--- config.mk ---
export PLATFORM = sky130hd
export DESIGN_NAME = ir_carrier_gen
export DESIGN_NICKNAME = d
export VERILOG_FILES = /design/src/rtl/ircg_pkg.sv /design/src/rtl/ircg_ctrl.sv /design/src/rtl/ircg_phase.sv /design/src/rtl/ircg_wave.sv /design/src/rtl/ir_carrier_gen.sv
export SDC_FILE = /design/constraint.sdc
export NUM_CORES = 1
export LEC_CHECK = 0
export ABC_AREA = 1
export BUFFER_PORTS_ARGS = -buffer_cell sky130_fd_sc_hd__buf_2
export CAP_MARGIN = 20
export CORE_AREA = 3 3 44 46
export CTS_BUF_LIST = sky130_fd_sc_hd__clkbuf_16
export DETAILED_ROUTE_END_ITERATION = 8
export DIE_AREA = 0 0 47 49
export PLACE_DENSITY = 0.73
export SLEW_MARGIN = 20
export SYNTH_ARGS = -nofsm -noshare
export SYNTH_HDL_FRONTEND = slang
export SYNTH_SLANG_ARGS = --single-unit
--- constraint.sdc ---
create_clock -name clk -period 3.85 [get_ports clk]
set_input_delay 0.385 -clock clk [delete_from_list [all_inputs] [get_ports clk]]
set_output_delay 0.385 -clock clk [all_outputs]
set_load 0.02 [all_outputs]
--- src/rtl/ircg_pkg.sv ---
// Package: shared types and the carrier shape table.
// Assumes periods fit in CNT_W bits; mode STATIC_MODE carries no pulse train.
package ircg_pkg;

    localparam int MODE_W = 3;
    localparam int CNT_W  = 7;

    typedef logic [MODE_W-1:0] mode_t;
    typedef logic [CNT_W-1:0]  cnt_t;

    localparam mode_t STATIC_MODE = mode_t'(5);

    typedef struct packed {
        cnt_t period;
        cnt_t high;
    } shape_t;

    // Returns period and high time, in oscillator cycles, for a mode.
    function automatic shape_t mode_shape(input mode_t m);
        shape_t s;
        case (m)
            mode_t'(0): s = '{period: cnt_t'(96), high: cnt_t'(48)};
            mode_t'(1): s = '{period: cnt_t'(96), high: cnt_t'(32)};
            mode_t'(2): s = '{period: cnt_t'(64), high: cnt_t'(32)};
            mode_t'(3): s = '{period: cnt_t'(64), high: cnt_t'(16)};
            mode_t'(4): s = '{period: cnt_t'(88), high: cnt_t'(32)};
            mode_t'(6): s = '{period: cnt_t'(96), high: cnt_t'(24)};
            mode_t'(7): s = '{period: cnt_t'(92), high: cnt_t'(46)};
            default:    s = '{period: cnt_t'(1),  high: cnt_t'(1)};
        endcase
        return s;
    endfunction

endpackage

--- src/rtl/ircg_ctrl.sv ---
// Control: holds the mode register and the output latch, and flags
// the cycles that must restart the period.
// Assumes strobes are single-cycle; stop blocks every update.
module ircg_ctrl
    import ircg_pkg::*;
#(
    parameter int Y_W      = 4,
    parameter int SEL_CODE = 8
) (
    input  logic           clk,
    input  logic           rst_n,
    input  logic           stop_i,
    input  logic           load_i,
    input  logic           set_i,
    input  logic           clr_i,
    input  logic [Y_W-1:0] y_i,
    output mode_t          mode_o,
    output logic           en_o,
    output logic           restart_o
);

    localparam logic [Y_W-1:0] SEL_VAL = Y_W'(SEL_CODE);

    logic  sel_hit;
    logic  acc_set, acc_clr, acc_load;
    mode_t mode_q;
    logic  en_q;

    // Qualify the strobes: this pin selected and the core awake.
    always_comb begin
        sel_hit   = (y_i == SEL_VAL);
        acc_set   = !stop_i && set_i && sel_hit;
        acc_clr   = !stop_i && clr_i && sel_hit;
        acc_load  = !stop_i && load_i;
        restart_o = (acc_set && !acc_clr) || acc_load;
    end

    // Mode register: low bits of the index value on an accepted load.
    always_ff @(posedge clk) begin
        if (!rst_n)        mode_q <= '0;
        else if (acc_load) mode_q <= y_i[MODE_W-1:0];
    end

    // Output latch: clear has priority over set.
    always_ff @(posedge clk) begin
        if (!rst_n)       en_q <= 1'b0;
        else if (acc_clr) en_q <= 1'b0;
        else if (acc_set) en_q <= 1'b1;
    end

    assign mode_o = mode_q;
    assign en_o   = en_q;

    AST_CLEAR_WINS: assert property (@(posedge clk) disable iff (!rst_n)
        (!stop_i && set_i && clr_i && sel_hit) |=> !en_q);

    AST_STOP_FREEZE: assert property (@(posedge clk) disable iff (!rst_n)
        stop_i |=> ($stable(mode_q) && $stable(en_q)));

endmodule

--- src/rtl/ircg_phase.sv ---
// Phase counter: counts oscillator cycles within the carrier period.
// Assumes period_i >= 1 and stable except at a restart.
module ircg_phase
    import ircg_pkg::*;
(
    input  logic clk,
    input  logic rst_n,
    input  logic stop_i,
    input  logic restart_i,
    input  logic run_i,
    input  cnt_t period_i,
    output cnt_t cnt_o
);

    cnt_t cnt_q;
    logic at_end;

    // Last cycle of the current period.
    always_comb at_end = (cnt_q == period_i - cnt_t'(1));

    // Restart wins, stop freezes, idle parks at zero, else wrap-count.
    always_ff @(posedge clk) begin
        if (!rst_n)         cnt_q <= '0;
        else if (restart_i) cnt_q <= '0;
        else if (stop_i)    cnt_q <= cnt_q;
        else if (!run_i)    cnt_q <= '0;
        else if (at_end)    cnt_q <= '0;
        else                cnt_q <= cnt_q + cnt_t'(1);
    end

    assign cnt_o = cnt_q;

    AST_PHASE_IN_RANGE: assert property (@(posedge clk) disable iff (!rst_n)
        run_i |-> (cnt_q < period_i));

    AST_RESTART_ZERO: assert property (@(posedge clk) disable iff (!rst_n)
        restart_i |=> (cnt_q == '0));

endmodule

--- src/rtl/ircg_wave.sv ---
// Wave shaper: turns latch, mode and phase into pin enable and level.
// Assumes the phase stays below the period of the current mode.
module ircg_wave
    import ircg_pkg::*;
(
    input  mode_t mode_i,
    input  logic  en_i,
    input  logic  stop_i,
    input  cnt_t  cnt_i,
    input  cnt_t  high_i,
    output logic  oe_o,
    output logic  lvl_o
);

    logic is_static;
    logic in_high;

    // Drive while latched and awake; high phase or static level.
    always_comb begin
        is_static = (mode_i == STATIC_MODE);
        in_high   = (cnt_i < high_i);
        oe_o      = en_i && !stop_i;
        lvl_o     = oe_o && (is_static || in_high);
    end

endmodule

--- src/rtl/ir_carrier_gen.sv ---
// Top: programmable IR carrier generator with stop handling.
// Assumes one clock per oscillator cycle and a synchronous active-low reset.
module ir_carrier_gen
    import ircg_pkg::*;
#(
    parameter int Y_W      = 4,
    parameter int SEL_CODE = 8
) (
    input  logic           clk,
    input  logic           rst_n,
    input  logic           stop_i,
    input  logic           load_i,
    input  logic           set_i,
    input  logic           clr_i,
    input  logic [Y_W-1:0] y_i,
    output logic           pad_oe_o,
    output logic           pad_lvl_o
);

    mode_t  mode_w;
    logic   en_w, restart_w, run_w;
    shape_t shape_w;
    cnt_t   cnt_w;

    ircg_ctrl #(.Y_W(Y_W), .SEL_CODE(SEL_CODE)) u_ctrl (
        .clk(clk), .rst_n(rst_n), .stop_i(stop_i), .load_i(load_i),
        .set_i(set_i), .clr_i(clr_i), .y_i(y_i),
        .mode_o(mode_w), .en_o(en_w), .restart_o(restart_w)
    );

    // Shape lookup and run qualifier for the counter.
    always_comb begin
        shape_w = mode_shape(mode_w);
        run_w   = en_w && (mode_w != STATIC_MODE);
    end

    ircg_phase u_phase (
        .clk(clk), .rst_n(rst_n), .stop_i(stop_i), .restart_i(restart_w),
        .run_i(run_w), .period_i(shape_w.period), .cnt_o(cnt_w)
    );

    ircg_wave u_wave (
        .mode_i(mode_w), .en_i(en_w), .stop_i(stop_i), .cnt_i(cnt_w),
        .high_i(shape_w.high), .oe_o(pad_oe_o), .lvl_o(pad_lvl_o)
    );

    AST_STOP_FLOATS: assert property (@(posedge clk) disable iff (!rst_n)
        stop_i |-> !pad_oe_o);

    AST_FIRST_CYCLE_HIGH: assert property (@(posedge clk) disable iff (!rst_n)
        restart_w |=> (!pad_oe_o || pad_lvl_o));

    AST_FLOAT_LOW: assert property (@(posedge clk) disable iff (!rst_n)
        !pad_oe_o |-> !pad_lvl_o);

endmodule

==> out/metrics.json, run 1 <==
{
  "outcome": "completed",
  "timing.final.crit_share": 0.625,
  "fp-row-count": 14,
  "area.growth.synth_to_final_pct": 15.6,
  "detail_route.drc_violations": 0,
  "totalNegativeSetupSlack_ns": 0,
  "worst_path_largest_cell_delay_ns": 0.47,
  "p_per_cell_area_mw_per_mm2": 345,
  "synth.ff_latch_count": 11,
  "drt_first_iter_violations": 15,
  "register_clock_pin_slew_on_the_reported_worst_setup_and_hold_paths_ns": 0.04,
  "finClkSkew_ns": 0.00241,
  "achievable-frequency_mhz": 415,
  "synthTopCellsByArea": "sky130_fd_sc_hd__dfxtp_1, sky130_fd_sc_hd__nand2_1, sky130_fd_sc_hd__ha_1",
  "grt_busiest_layer": "met2",
  "worstMarginPinSlew_ns": 0.582,
  "cts_num_sinks": 11,
  "vdd_ir_drop_max_mv": 0.357,
  "final_net_count": 164,
  "yosys.area_share.simple": 0.368,
  "cts.hold.buffers_added": 0,
  "share_of_post_route_cells_with_drive_strength_above_1": 0.164,
  "critical_path_start_type": "flop",
  "num_antenna_cells": 0,
  "drtPass1Iterations": 4,
  "final.fill_count": 137,
  "yosysUniqueCellTypes": 19,
  "instances_no_fill": 162,
  "num_vias": 933,
  "xor_xnor_fraction_of_synth_area": 0.0206,
  "remaining_overflow_grt": 0,
  "place.port_buffers": 11,
  "clk_path_buf_depth": 2,
  "swShare": 0.222,
  "h-tree-depth": 1,
  "globalRouteMet3Util": 0.0480,
  "cts_setup_buffers": 0,
  "cp.arrival_ns": 2.02,
  "crit_chain": "nand2_1 > inv_1 > nand2_1 > ha_1 > a21oi_1 > o21ai_0 > nand4_1 > o211ai_1 > a21oi_1 > buf_2",
  "use_met1": 0.269,
  "yosys_warnings": 0,
  "crit_buf_inv": 2,
  "timing.slew.headroom": 0.610,
  "share_of_total_power_in_combinational_logic": 0.085,
  "first_pass_grt_wire_length_mm": 3.42,
  "grt_start_max_net_pins": 11,
  "initial_core_utilization": 0.551,
  "synth_largest_type_area_fraction": 0.259,
  "area_fraction_in_compound_gates_after_synthesis": 0.153,
  "crit_required_ns": 3.46,
  "post_cts.resized_instances": 0,
  "timing.critical_path.slowest_stage_cell": "sky130_fd_sc_hd__dfxtp_1",
  "multiInputGateArea_um2": 548,
  "synth_top_family_by_area": "simple AND/OR/NAND/NOR gates",
  "synth.net_count": 151,
  "syn_inst": 134,
  "hp-class": "input pin to flop",
  "cts_tree": "done",
  "cp_max_fo": 7,
  "per_cell_via_count_in_the_routed_design": 5.76,
  "root_buffer": "sky130_fd_sc_hd__clkbuf_16",
  "synth_area_per_cell_um2": 6.34,
  "final_period_minus_worst_setup_slack_ns": 2.41,
  "synth_top_area_cell": "sky130_fd_sc_hd__dfxtp_1",
  "share_of_cell_area_taken_by_muxes_after_synthesis": 0,
  "synth_fa_ha_area_frac": 0.103,
  "die_h_um": 49,
  "worstSetupEndpointType": "primary output",
  "use_met2": 0.303,
  "place_hpwl_mm": 1.50,
  "intPower_mw": 0.264,
  "grt_antenna_before_repair": 0,
  "sequentialPowerShare": 0.358,
  "postRouteAntennaNets": 0,
  "cts-buffers-inserted": 3,
  "routedWlPerCell_um": 13.0,
  "placed_cells_incl_taps": 158,
  "slew_viol_final": 0,
  "maxCapViolCount": 0,
  "drt-total-wl_mm": 2.11,
  "die_area_mm2": 0.00230,
  "placeableCoreArea_mm2": 0.00154,
  "hold_viol_final": 0,
  "clkPwrFrac": 0.558,
  "ws_path_type": "flop to primary output",
  "io-pin-count": 12,
  "insertion_delay_ns": 0.24,
  "sequential_cell_area_in_the_final_layout_um2": 220,
  "gr-usage-all-layers": 0.199,
  "syn-cell-area_um2": 850,
  "leakagePower_nw": 0.437,
  "rsz0062_at_grt": "no",
  "crit_family": "flip-flops",
  "final_weighted_congestion_in_routability_driven_placement": 0.858,
  "synth-seq-area-share": 0.259,
  "number_of_global_route_vias_before_repair": 787,
  "power_switching_mw": 0.0753,
  "finalPower_mw": 0.339,
  "width_of_the_die_um": 47,
  "finalSetupViolations": 0
}
==> per-stage QoR <==
step	hold WS, ns	util	instance area [um^2]	setup slack, ns
floorplan	0.446	-	850	1.81
global placement	0.458	0.586	903	1.80
detailed placement	0.465	0.586	903	1.71
CTS	0.414	0.637	982	1.45
global route	0.424	0.637	982	1.32
finish	0.411	0.637	982	1.44
==> cell usage after synthesis, drive strengths merged <==
master,instances
nand2,38
nor2,16
a21oi,15
inv,15
nand3,12
dfxtp,11
o21ai,8
ha,7
nand4,4
buf,3
o211ai,2
xor2,2
clkinv,1
==> power by group through the flow <==
stage	Combinational (mW)	Clock [mW]	Sequential, mW
after floorplan	0.0214	0	0.121
after global placement	0.0272	0	0.123
after detailed placement	0.0282	0	0.123
after CTS	0.0287	0.190	0.121
after global routing	0.0327	0.198	0.122
final	0.0288	0.189	0.121
==> metal layers <==
| metal | vias up | share of wire |
|---|---|---|
| li1 | 467 | - |
| met1 | 442 | 0.45 |
| met2 | 18 | 0.50 |
| met3 | 6 | 0.036 |
| met4 | 0 | 0.018 |
| met5 | - | 0 |
==> state kept, by name (all words and copies together), names as in the netlist <==
name / count
u_ctrl.en_o: 1
u_ctrl.mode_o: 3
u_phase.cnt_o: 7
==> final timing paths <==
path | from | endpoint | slack [ns] | cells past startpoint
worst max-delay path | u_ctrl.mode_o[1] | pad_lvl_o | 1.44 | 10
worst max register to register | u_ctrl.mode_o[2] | u_phase.cnt_o[5] | 1.83 | 9
worst min register to register | u_ctrl.en_o | u_ctrl.en_o | 0.47 | 2
worst min-delay path | rst_n | u_ctrl.en_o | 0.41 | 3
==> cells in the final DEF (no fill, tap or decap) <==
cell | netlist | final
sky130_fd_sc_hd__clkinv_1 | 1 | 1
sky130_fd_sc_hd__o21ai_0 | 8 | 8
sky130_fd_sc_hd__nand3_1 | 11 | 11
sky130_fd_sc_hd__inv_2 | 5 | 5
sky130_fd_sc_hd__nor2_4 | 2 | 2
sky130_fd_sc_hd__nand2_1 | 37 | 37
sky130_fd_sc_hd__inv_1 | 10 | 11
sky130_fd_sc_hd__xor2_1 | 2 | 2
sky130_fd_sc_hd__nor2_1 | 13 | 13
sky130_fd_sc_hd__ha_1 | 7 | 7
sky130_fd_sc_hd__o211ai_1 | 2 | 2
sky130_fd_sc_hd__nor2_2 | 1 | 1
sky130_fd_sc_hd__nand3_2 | 1 | 1
sky130_fd_sc_hd__a21oi_1 | 15 | 15
sky130_fd_sc_hd__nand2_2 | 1 | 1
sky130_fd_sc_hd__buf_2 | 2 | 11
sky130_fd_sc_hd__nand4_1 | 4 | 4
sky130_fd_sc_hd__clkbuf_16 | 0 | 3
sky130_fd_sc_hd__dfxtp_1 | 11 | 11
==> cell type report <==
type                    instances  area share
multi-input cells             104       0.558
flip-flops and latches         11       0.224
clock buffers                   3      0.0764
inverters                      16      0.0611
repair buffers                 11      0.0561
well taps                      16      0.0204
clock inverters                 1     0.00382
==> worst reg2reg max path, cell delays in order (launching register included) <==
cell,delay [ns]
sky130_fd_sc_hd__dfxtp_1,0.51
sky130_fd_sc_hd__nand2_2,0.14
sky130_fd_sc_hd__nor2_4,0.20
sky130_fd_sc_hd__ha_1,0.27
sky130_fd_sc_hd__a21oi_1,0.14
sky130_fd_sc_hd__nand2_1,0.09
sky130_fd_sc_hd__nor2_1,0.17
sky130_fd_sc_hd__nand3_2,0.17
sky130_fd_sc_hd__nand3_1,0.12
sky130_fd_sc_hd__a21oi_1,0.06
==> cell families after synthesis <==
family | count (synthesis)
AND/OR/NAND/NOR | 70
AO/OA/AOI/OAI | 25
buffers and inverters | 19
flip-flops | 11
adder cells (fa/ha/maj) | 7
XOR/XNOR | 2
Power figures use the tool's default switching activity.
==> inputs of run 2 (changes only) <==
- ABC_AREA: 1 -> 0
- CORE_AREA: 3 3 44 46 -> 3 3 43 45
- DIE_AREA: 0 0 47 49 -> 0 0 46 48
- PLACE_DENSITY: 0.73 -> 0.74
- clock period: 3.85 -> 2.5 ns (I/O delays scaled with it)
==> out/metrics.json, run 2 <==
{
  "cts_setup_buffers": {"value": 0, "change": "unchanged"},
  "yosysUniqueCellTypes": {"value": 36, "change": "+17"},
  "synth_enable_flop_cells": {"value": 0, "change": "unchanged"},
  "first_pass_grt_wire_length": {"value": 2.98, "unit": "mm", "change": "-13%"},
  "p_per_cell_area": {"value": 536, "unit": "mW/mm^2", "change": "+55%"},
  "cts.hold.buffers_added": {"value": 0, "change": "unchanged"},
  "initial_core_utilization": {"value": 0.544, "change": "-0.00712"},
  "timing.critical_path.slowest_stage_cell": "sky130_fd_sc_hd__dfxtp_1",
  "detail_route.drc_violations": {"value": 0, "change": "unchanged"},
  "largest_register_ffs": {"value": 7, "change": "unchanged"},
  "h-tree-depth": {"value": 1, "change": "unchanged"},
  "grt_antenna_before_repair": {"value": 0, "change": "unchanged"},
  "finalSetupViolations": {"value": 0, "change": "unchanged"},
  "final_net_count": {"value": 129, "change": "-21%"},
  "routedWlPerCell": {"value": 14.7, "unit": "um", "change": "+13%"},
  "final_weighted_congestion_in_routability_driven_placement": {"value": 0.834, "change": "-2.7%"},
  "yosys.cell_count.top_type": "sky130_fd_sc_hd__dfxtp_1",
  "syn-cell-area": {"value": 820, "unit": "um^2", "change": "-3.5%"},
  "swShare": {"value": 0.202, "change": "-0.0196"},
  "drtPass1Iterations": {"value": 4, "change": "unchanged"},
  "placeableCoreArea": {"value": 0.00151, "unit": "mm^2", "change": "-2.3%"},
  "gr-usage-all-layers": {"value": 0.194, "change": "-0.00500"},
  "clk_path_buf_depth": {"value": 2, "change": "unchanged"},
  "ys_dominant_reg_cell": "sky130_fd_sc_hd__dfxtp_1",
  "final_period_minus_worst_setup_slack_ns": 2.35,
  "num_antenna_cells": {"value": 0, "change": "unchanged"},
  "ws_path_type": "flop to primary output",
  "placed_cells_incl_taps": {"value": 123, "change": "-22%"},
  "timing.critical_path.mode_cell": "sky130_fd_sc_hd__o21a_1",
  "number_of_global_route_vias_before_repair": {"value": 664, "change": "-16%"},
  "rsz0062_at_grt": "no",
  "timing.final.crit_share": 0.941,
  "slew_viol_final": {"value": 0, "change": "unchanged"},
  "finClkSkew": {"value": 0.00224, "unit": "ns", "change": "-0.000177 ns"},
  "synth-seq-area-share": {"value": 0.269, "change": "+0.00950"},
  "postSynth.asyncResetShare": {"value": 0, "change": "unchanged"},
  "crit_required": {"value": 2.25, "unit": "ns", "change": "-1.21 ns"},
  "drt-total-wl": {"value": 1.86, "unit": "mm", "change": "-12%"},
  "final.fill_count": {"value": 127, "change": "-7.3%"},
  "intPower": {"value": 0.408, "unit": "mW", "change": "+55%"},
  "synth.ff_latch_count": {"value": 11, "change": "unchanged"},
  "power_switching": {"value": 0.103, "unit": "mW", "change": "+37%"},
  "io-pin-count": {"value": 12, "change": "unchanged"},
  "post_cts.resized_instances": {"value": 0, "change": "unchanged"},
  "timing.reg2reg.setup_slack": {"value": 0.77, "unit": "ns", "change": "-1.06 ns"},
  "hold_viol_final": {"value": 0, "change": "unchanged"},
  "yosys_warnings": {"value": 0, "change": "unchanged"},
  "root_buffer": "sky130_fd_sc_hd__clkbuf_16",
  "cp.arrival": {"value": 2.10, "unit": "ns", "change": "+0.08 ns"},
  "grt_start_max_net_pins": {"value": 11, "change": "unchanged"},
  "synth_area_per_cell": {"value": 8.20, "unit": "um^2", "change": "+29%"},
  "insertion_delay": {"value": 0.24, "unit": "ns", "change": "about the same"},
  "width_of_the_die": {"value": 46, "unit": "um", "change": "-2.1%"},
  "crit_chain": "nand3_1 > ha_1 > nor2b_1 > o21a_1 > o21a_1 > o21a_1 > o21ai_0 > buf_2",
  "worstMarginPinSlew": {"value": 0.414, "unit": "ns", "change": "-0.168 ns"},
  "clkPwrFrac": {"value": 0.563, "change": "+0.005"},
  "achievable-frequency_mhz": 425,
  "drt_first_iter_violations": {"value": 21, "change": "+6"},
  "synthTopCellsByArea": "sky130_fd_sc_hd__dfxtp_1, sky130_fd_sc_hd__ha_1, sky130_fd_sc_hd__nand3_1",
  "worstSetupEndpointType": "primary output",
  "place_hpwl": {"value": 1.39, "unit": "mm", "change": "-7.3%"},
  "hp-class": "input pin to flop",
  "cts_num_sinks": {"value": 11, "change": "unchanged"},
  "synth.cells.most_frequent": "sky130_fd_sc_hd__dfxtp_1, sky130_fd_sc_hd__nand3_1, sky130_fd_sc_hd__nor2_1",
  "die_h": {"value": 48, "unit": "um", "change": "-2.0%"},
  "mostFrequentLayoutCells": "sky130_fd_sc_hd__buf_2, sky130_fd_sc_hd__nand3_1, sky130_fd_sc_hd__nor2_1, sky130_fd_sc_hd__dfxtp_1, sky130_fd_sc_hd__nand2_1",
  "totalNegativeSetupSlack": {"value": 0, "unit": "ns", "change": "unchanged"},
  "share_of_total_power_in_combinational_logic": {"value": 0.077, "change": "-0.008"},
  "cts_tree": "done",
  "outcome": "completed",
  "syn_inst": {"value": 100, "change": "-25%"},
  "sequentialPowerShare": {"value": 0.360, "change": "+0.002"},
  "timing.slew.headroom": {"value": 0.723, "change": "+0.113"},
  "num_vias": {"value": 764, "change": "-18%"},
  "die_area": {"value": 0.00221, "unit": "mm^2", "change": "-4.1%"},
  "cts-buffers-inserted": {"value": 3, "change": "unchanged"},
  "area.growth.synth_to_final_pct": 16.3,
  "place.port_buffers": {"value": 11, "change": "unchanged"},
  "critical_path_start_type": "flop",
  "remaining_overflow_grt": {"value": 0, "change": "unchanged"},
  "register_clock_pin_slew_on_the_reported_worst_setup_and_hold_paths": {"value": 0.04, "unit": "ns", "change": "about the same"},
  "worst_path_largest_cell_delay": {"value": 0.44, "unit": "ns", "change": "-0.03 ns"},
  "maxCapViolCount": {"value": 0, "change": "unchanged"},
  "share_of_post_route_cells_with_drive_strength_above_1": {"value": 0.189, "change": "+0.0248"},
  "per_cell_via_count_in_the_routed_design": {"value": 6.02, "change": "+4.5%"},
  "synth_top_area_cell": "sky130_fd_sc_hd__dfxtp_1",
  "final_common_cell": "sky130_fd_sc_hd__buf_2",
  "crit_family": "compound AO/OA/AOI/OAI gates",
  "fp-row-count": {"value": 14, "change": "unchanged"},
  "cp_max_fo": {"value": 7, "change": "unchanged"},
  "crit_buf_inv": {"value": 1, "change": "-1"},
  "synth_largest_type_area_fraction": {"value": 0.269, "change": "+0.00950"},
  "leakagePower": {"value": 0.403, "unit": "nW", "change": "-7.7%"},
  "vdd_ir_drop_max": {"value": 0.331, "unit": "mV", "change": "-7.4%"},
  "instances_no_fill": {"value": 127, "change": "-22%"},
  "postRouteAntennaNets": {"value": 0, "change": "unchanged"},
  "synth.net_count": {"value": 117, "change": "-23%"}
}
[run 2: cell types whose count changed in the layout (fill, tap and decap cells not counted), sizes merged, moves of 4 or more]
cell / change
a31oi: +4
a21oi: -11
inv: -12
o21ai: -6
nor2: -6
nand2: -30
[run 2: final timing paths]
kind	startpoint	depth (start not counted)	to
worst max register to register	u_ctrl.mode_o[0]	6	u_phase.cnt_o[1]
worst min register to register	u_phase.cnt_o[0]	2	u_phase.cnt_o[0]
worst min-delay path	clr_i	2	u_ctrl.en_o
worst max-delay path	u_ctrl.mode_o[0]	8	pad_lvl_o
[run 2: cell type report]
cell class                      count  area [um^2]  area share
Inverter                            3         11.3      0.0118
Sequential cell                    11          223       0.234
Timing Repair Buffer               11         55.1      0.0577
Clock inverter                      1         3.75     0.00394
Multi-Input combinational cell     82          566       0.593
Tap cell                           16         20.0      0.0210
Clock buffer                        3         75.1      0.0787
[run 2: cells by family (layout without fill, tap and decap cells)]
group | Yosys count | after routing | share of synthesized area
and+or+nand+nor | 48 | 48 | 0.325
AOI/OAI and AO/OA | 18 | 18 | 0.154
DFF | 11 | 11 | 0.269
adders and majority gates | 7 | 7 | 0.107
buffers and inverters | 7 | 18 | 0.0412
xor gates and xnor gates | 5 | 5 | 0.0534
muxes | 4 | 4 | 0.0504
[run 2: stage by stage]
step | total power [mW] | setup WS [ns] | utilization | cell area (um^2) | hold WS, ns
floorplan | 0.213 | 0.289 | - | 820 | 0.347
global placement | 0.224 | 0.433 | 0.579 | 872 | 0.451
detailed placement | 0.225 | 0.367 | 0.579 | 872 | 0.460
CTS | 0.516 | 0.101 | 0.631 | 951 | 0.214
global route | 0.528 | 0.0157 | 0.633 | 953 | 0.234
finish | 0.511 | 0.147 | 0.633 | 953 | 0.214
[run 2: power groups by stage]
stage | sequential, mW | combinational, mW | clock (mW)
2_1_floorplan | 0.182 | 0.0312 | 0
3_3_place_gp | 0.186 | 0.0380 | 0
3_5_place_dp | 0.186 | 0.0388 | 0
4_1_cts | 0.184 | 0.0393 | 0.293
5_1_grt | 0.185 | 0.0429 | 0.301
6_report | 0.184 | 0.0393 | 0.288
[run 2: layer usage]
metal | GRT usage | up-vias | wire (um)
met4 | 0.119 | 0 | 41
met1 | 0.268 | 346 | 856
met3 | 0.0376 | 5 | 86
met2 | 0.275 | 25 | 878
met5 | 0 | - | 0
li1 | - | 388 | -
